`config.mk`:
```
export PLATFORM = sky130hd
export DESIGN_NAME = sr_skew_ctrl
export DESIGN_NICKNAME = d
export VERILOG_FILES = /design/src/rtl/sr_skew_pkg.sv /design/src/rtl/sr_skew_decode.sv /design/src/rtl/sr_skew_dline.sv /design/src/rtl/sr_skew_ctrl.sv
export SDC_FILE = /design/constraint.sdc
export NUM_CORES = 1
export LEC_CHECK = 0
export BUFFER_PORTS_ARGS = -buffer_cell sky130_fd_sc_hd__buf_2
export CAP_MARGIN = 40
export CORE_ASPECT_RATIO = 1.75
export CORE_UTILIZATION = 40
export DETAILED_ROUTE_END_ITERATION = 8
export GPL_TIMING_DRIVEN = 0
export PLACE_DENSITY = 0.59
export SKIP_CTS_REPAIR_TIMING = 1
export SYNTH_ARGS = -nofsm -noshare
export SYNTH_HDL_FRONTEND = slang
export SYNTH_SLANG_ARGS = --single-unit
```
`constraint.sdc`:
```
create_clock -name clk -period 2.8 [get_ports clk]
set_input_delay 0.28 -clock clk [delete_from_list [all_inputs] [get_ports clk]]
set_output_delay 0.28 -clock clk [all_outputs]
set_load 0.03 [all_outputs]
```
`src/rtl/sr_skew_pkg.sv`:
```
package sr_skew_pkg;
    typedef enum logic [1:0] {
        GRP_NONE = 2'd0,
        GRP_PWM  = 2'd1,
        GRP_SR   = 2'd2
    } skew_grp_e;
endpackage

```
`src/rtl/sr_skew_decode.sv`:
```
module sr_skew_decode
    import sr_skew_pkg::*;
#(
    parameter int CODE_W  = 8,
    parameter int DEAD    = 4,
    parameter int MAX_DLY = 30,
    localparam int TAP_W  = $clog2(MAX_DLY + 1),
    localparam int MID    = 1 << (CODE_W - 1)
) (
    input  logic              clk,
    input  logic              rst,
    input  logic [CODE_W-1:0] code_i,
    output logic [TAP_W-1:0]  tap_pwm_o,
    output logic [TAP_W-1:0]  tap_sr_o
);
    typedef struct packed {
        logic [TAP_W-1:0] tap_pwm;
        logic [TAP_W-1:0] tap_sr;
    } dec_t;

    dec_t      dec_d, dec_q;
    skew_grp_e grp;
    int        code_int;
    int        mag;

    always_comb begin
        code_int = int'(code_i);
        mag      = 0;
        grp      = GRP_NONE;
        if (code_int < MID - DEAD) begin
            grp = GRP_PWM;
            mag = (MID - DEAD) - code_int;
        end else if (code_int > MID + DEAD) begin
            grp = GRP_SR;
            mag = code_int - (MID + DEAD);
        end
        if (mag > MAX_DLY) mag = MAX_DLY;
        dec_d.tap_pwm = (grp == GRP_PWM) ? TAP_W'(mag) : '0;
        dec_d.tap_sr  = (grp == GRP_SR)  ? TAP_W'(mag) : '0;
    end

    // Tracks the code continuously, also during reset, so the taps are
    // valid on the first edge after reset is released.
    always_ff @(posedge clk) begin
        dec_q <= dec_d;
    end

    assign tap_pwm_o = dec_q.tap_pwm;
    assign tap_sr_o  = dec_q.tap_sr;

    assert_dead_window_R4: assert property (@(posedge clk) disable iff (rst)
        (int'(code_i) >= MID - DEAD && int'(code_i) <= MID + DEAD)
        |=> (tap_pwm_o == '0 && tap_sr_o == '0));

    assert_tap_saturate_R7: assert property (@(posedge clk) disable iff (rst)
        (int'(tap_pwm_o) <= MAX_DLY && int'(tap_sr_o) <= MAX_DLY));
endmodule

```
`src/rtl/sr_skew_dline.sv`:
```
module sr_skew_dline #(
    parameter int              WIDTH   = 2,
    parameter int              DEPTH   = 30,
    parameter logic [WIDTH-1:0] RST_VAL = '0,
    localparam int             TAP_W   = $clog2(DEPTH + 1)
) (
    input  logic             clk,
    input  logic             rst,
    input  logic [TAP_W-1:0] tap_i,
    input  logic [WIDTH-1:0] din_i,
    output logic [WIDTH-1:0] dout_o
);
    typedef struct packed {
        logic [DEPTH:1][WIDTH-1:0] stage;
        logic [WIDTH-1:0]          out;
    } dl_t;

    dl_t dl_d, dl_q;

    always_comb begin
        dl_d          = dl_q;
        dl_d.stage[1] = din_i;
        for (int k = 2; k <= DEPTH; k++) begin
            dl_d.stage[k] = dl_q.stage[k-1];
        end
        if (tap_i == '0) begin
            dl_d.out = din_i;
        end else if (int'(tap_i) > DEPTH) begin
            dl_d.out = dl_q.stage[DEPTH];
        end else begin
            dl_d.out = dl_q.stage[tap_i];
        end
    end

    always_ff @(posedge clk) begin
        if (rst) begin
            dl_q.stage <= {DEPTH{RST_VAL}};
            dl_q.out   <= RST_VAL;
        end else begin
            dl_q <= dl_d;
        end
    end

    assign dout_o = dl_q.out;

    // A zero tap is a straight one-edge register of the input.
    assert_zero_tap_pass_R1: assert property (@(posedge clk) disable iff (rst)
        (!$past(rst) && $past(tap_i) == '0) |-> (dout_o == $past(din_i)));
endmodule

```
`src/rtl/sr_skew_ctrl.sv`:
```
module sr_skew_ctrl #(
    parameter int CODE_W  = 8,
    parameter int DEAD    = 4,
    parameter int MAX_DLY = 30,
    localparam int TAP_W  = $clog2(MAX_DLY + 1)
) (
    input  logic              clk,
    input  logic              rst,
    input  logic              pwm_a_i,
    input  logic              pwm_b_i,
    input  logic [CODE_W-1:0] skew_code_i,
    output logic              pwm_a_o,
    output logic              pwm_b_o,
    output logic              sr_a_o,
    output logic              sr_b_o
);
    typedef struct packed {
        logic [1:0] pwm;   // {A, B}
        logic [1:0] sr;    // {A-side, B-side}
    } grp_t;

    grp_t             grp_d;
    logic [TAP_W-1:0] tap_pwm, tap_sr;
    logic [1:0]       pwm_q, sr_q;
    logic             gate_a, gate_b;

    always_comb begin
        // overlapping phases count as a fault: both switches held off
        gate_a    = pwm_a_i & ~pwm_b_i;
        gate_b    = pwm_b_i & ~pwm_a_i;
        grp_d.pwm = {gate_a, gate_b};
        grp_d.sr  = {~gate_b, ~gate_a};
    end

    sr_skew_decode #(
        .CODE_W (CODE_W),
        .DEAD   (DEAD),
        .MAX_DLY(MAX_DLY)
    ) u_decode (
        .clk      (clk),
        .rst      (rst),
        .code_i   (skew_code_i),
        .tap_pwm_o(tap_pwm),
        .tap_sr_o (tap_sr)
    );

    sr_skew_dline #(
        .WIDTH  (2),
        .DEPTH  (MAX_DLY),
        .RST_VAL(2'b00)
    ) u_dline_pwm (
        .clk   (clk),
        .rst   (rst),
        .tap_i (tap_pwm),
        .din_i (grp_d.pwm),
        .dout_o(pwm_q)
    );

    sr_skew_dline #(
        .WIDTH  (2),
        .DEPTH  (MAX_DLY),
        .RST_VAL(2'b11)
    ) u_dline_sr (
        .clk   (clk),
        .rst   (rst),
        .tap_i (tap_sr),
        .din_i (grp_d.sr),
        .dout_o(sr_q)
    );

    assign pwm_a_o = pwm_q[1];
    assign pwm_b_o = pwm_q[0];
    assign sr_a_o  = sr_q[1];
    assign sr_b_o  = sr_q[0];

    assert_no_overlap_R11: assert property (@(posedge clk) disable iff (rst)
        !(pwm_a_o && pwm_b_o));

    assert_sr_never_both_off_R3: assert property (@(posedge clk) disable iff (rst)
        (sr_a_o || sr_b_o));

    assert_one_group_R5: assert property (@(posedge clk) disable iff (rst)
        !(tap_pwm != '0 && tap_sr != '0));

    assert_cross_pair_R1: assert property (@(posedge clk) disable iff (rst)
        (!$past(rst) && $past(tap_pwm) == '0 && $past(tap_sr) == '0)
        |-> (sr_a_o == !pwm_b_o && sr_b_o == !pwm_a_o));
endmodule

```
==> flow_summary_export.csv <==
group,metric,value,unit
worst_hold_path,hp-class,"primary input to flop",
place,dpl.hpwl,7.24,mm
synth,synthMuxAreaShare,12.6,%
worst_setup_path,cp_slowest_cell,"clkbuf_1",
power_and_ir_drop,cellPowerDensity,743,nW/µm²
synth,ys.warnings.count,0,
finish,fillers,1185,
timing,setup_violations,0,
synth,synthCells,471,
synth,synth_area_leaders,"dfxtp_1, mux4_2, nor2b_1",
place,gp_congestion,0.815,
worst_setup_path,crit_path_start_kind,"flop",
grt,grt_pass1_wl,17.4,mm
clocking,clk_pin_slew,0.06,ns
detailed_routing,vias,3465,
synth,synth-xor-area-share,0.507,%
worst_setup_path,reg2reg_depth,6,
place,dp.cells,652,
timing,maxSlewHeadroom,54.7,%
clocking,clockBufferDepth,2,
detailed_routing,post_drt_wl_per_cell,15.1,µm
synth,synth-seq-area-share,51.8,%
detailed_routing,drc,0,
worst_setup_path,cp_top_family,"buffers and inverters",
power_and_ir_drop,p_leak,0.00221,µW
worst_setup_path,path_cells,"clkbuf_1 > buf_2 > mux4_2 > a31oi_1 > o211ai_1 > and3_1",
detailed_routing,ant_nets,0,
floorplan,die_h,153,µm
grt,grt.overflow.total,0,
timing,fin_crit,2.27,ns
finish,areaGrowthSynthToFinish,17.1,%
synth,synth_top_family_by_area,"simple AND/OR/NAND/NOR gates",
timing,worst_slew_pin_slew,0.679,ns
synth,syn_nets,488,
clocking,clock_latency,0.41,ns
floorplan,rows,54,
synth,ys_seq_elements,134,
grt,grt_start_max_net_pins,17,
finish,post-route-util,48.3,%
worst_setup_path,worst-endpoint-arrival,2.57,ns
synth,syn_area_per_cell,11.0,µm²
worst_setup_path,cp.depth,6,
grt,grt_pass1_vias,3491,
clocking,h-tree-depth,4,
synth,syn-cell-area,5180,µm²
worst_setup_path,crit_buf_inv,2,
worst_setup_path,worst_path_largest_cell_delay,0.53,ns
synth,yosys.area.top_type,"dfxtp_1",
detailed_routing,dr.pass1.iters,8,
finish,layout-drive-gt1-share,29.5,%
floorplan,core-area,12600,µm²
outcome,status,"completed",
clocking,cts_tree,"yes",
timing,fin_hold_ws,0.188,ns
finish,design_area,6070,µm²
synth,synth_edf_count,0,
grt,globalRouteTotalUtil,17.1,%
worst_hold_path,worstHoldPathCells,3,
power_and_ir_drop,irDropWorstVdd,0.315,mV
timing,skew,0.00424,ns
floorplan,start_util,41.2,%
finish,final_cells,684,
timing,drv_slew,0,
timing,finalCritPeriodShare,81.0,%
finish,seqCellArea,2680,µm²
clocking,numCtsBuffers,17,
detailed_routing,viasPerCell,5.07,
detailed_routing,routed_wl,10.4,mm
timing,rsz0062_at_grt,"false",
synth,async_reset_ff_share,0,%
finish,nNetsFinal,520,
synth,synth_simple_gate_area_share,20.7,%
timing,hold_violations,0,
floorplan,die_area,13400,µm²
synth,synth.distinct_cells,51,
clocking,cts.sinks,134,
timing,fin_setup_tns,0,ns
synth,synth_top_area_share,51.8,%
place,portBuffers,13,
job,cap_violations,0,
synth,synthAdderAreaFrac,1.21,%
timing,max_freq,0.441,GHz
finish,diodes,0,
worst_setup_path,worst-setup-path-type,"flop to flop",
grt,antenna_found_initial,0,
worst_setup_path,end_kind,"flop",
finish,multiInputGateArea,2300,µm²
floorplan,die_width,88.0,µm
worst_setup_path,path_max_fanout,10,
floorplan,pin_count,16,
worst_setup_path,cp.required,3.10,ns
detailed_routing,drt_iter0_markers,134,
synth,synth-compound-area-share,9.44,%
synth,ys.flop_type,"dfxtp_1",
place,placed_cell_area,5460,µm²
clocking,cts_root_buffer,"clkbuf_16",
-- report_power, final --
group          total (µW)  switching, µW  internal [µW]  leakage, µW
combinational         290            183            107     0.000830
clock                2270            845           1430     0.000289
sequential           1950           15.7           1930      0.00109
-- metrics by stage --
stage	setup slack (ns)	total power, µW
finish	0.531	4510
floorplan	0.862	2190
global route	0.436	4670
CTS	0.530	4550
global placement	0.344	2280
detailed placement	0.309	2280
-- path summary, 6_finish.rpt --
kind | from | endpoint | slack [ns]
setup / recovery | u_decode.tap_pwm_o[1] | u_dline_pwm.dout_o[1] | 0.53
hold / removal | pwm_a_i | u_dline_pwm.dl_d[5] | 0.19
setup reg to reg | u_decode.tap_pwm_o[1] | u_dline_pwm.dout_o[1] | 0.53
hold reg to reg | u_dline_sr.dl_d[44] | u_dline_sr.dl_d[46] | 0.44
-- sequential cells by signal, indices dropped and copies added (netlist names) --
signal	cells
u_dline_sr.dout_o	2
u_dline_pwm.dl_q	2
u_dline_sr.dl_q	2
u_dline_sr.dl_d	58
u_dline_pwm.dl_d	58
u_decode.tap_pwm_o	5
u_dline_pwm.dout_o	2
u_decode.tap_sr_o	5
-- worst register-to-register path: cells and delay by family, from the launching register on --
| family | cells | cell delay, ns |
|---|---|---|
| flip-flops | 1 | 0.33 |
| multiplexers | 1 | 0.37 |
| buffers and inverters | 2 | 0.92 |
| AND/OR/NAND/NOR | 1 | 0.20 |
| AO/OA/AOI/OAI | 2 | 0.35 |
-- layout make-up --
type,instances,share of cell area [%]
Sequential cell,134,44.2
Multi-Input combinational cell,295,38.0
Clock buffer,18,7.24
Tap cell,168,3.46
Clock inverter,14,2.87
Buffer,32,2.58
Timing Repair Buffer,13,1.07
Inverter,10,0.618
-- cells in the final DEF (no fill, tap or decap), types with 10 or more instances in the layout --
cell type and instances:
mux4_2 20, nor2b_1 62, dfxtp_1 134, nor2_1 16, clkbuf_16 17, inv_1 10, nand2_1 14, or2_2 59
mux2_2 10, buf_2 21, a21oi_1 21, clkbuf_1 18
-- synth_stat cells, drive strengths merged, types with 3 or more instances --
cell type / instances
nand3: 4
nand2: 14
mux4: 20
dfxtp: 134
buf: 14
nand2b: 8
mux2i: 9
nor2: 16
nand4: 4
inv: 10
a31oi: 8
and3: 3
a211oi: 4
nor4: 4
ha: 5
mux2: 10
o211ai: 6
nor2b: 62
nor3: 3
a21oi: 21
or2: 59
clkbuf: 18
o221ai: 4
-- per-layer routing --
layer	track usage, %	vias up	routed length (µm)
li1	-	1702	-
met1	20.9	1685	4590
met2	27.9	62	5240
met3	3.74	16	312
met4	8.06	0	207
met5	0	-	0
-- cells by family (layout without fill, tap and decap cells) --
| group | after synthesis | after routing |
|---|---|---|
| AND/OR/NAND/NOR | 183 | 183 |
| flip-flops | 134 | 134 |
| AO/OA/AOI/OAI | 65 | 65 |
| buffers and inverters | 42 | 87 |
| multiplexers | 39 | 39 |
| adder cells (fa/ha/maj) | 5 | 5 |
| XOR/XNOR | 3 | 3 |
Note: power is estimated with default switching activity, not from simulation.
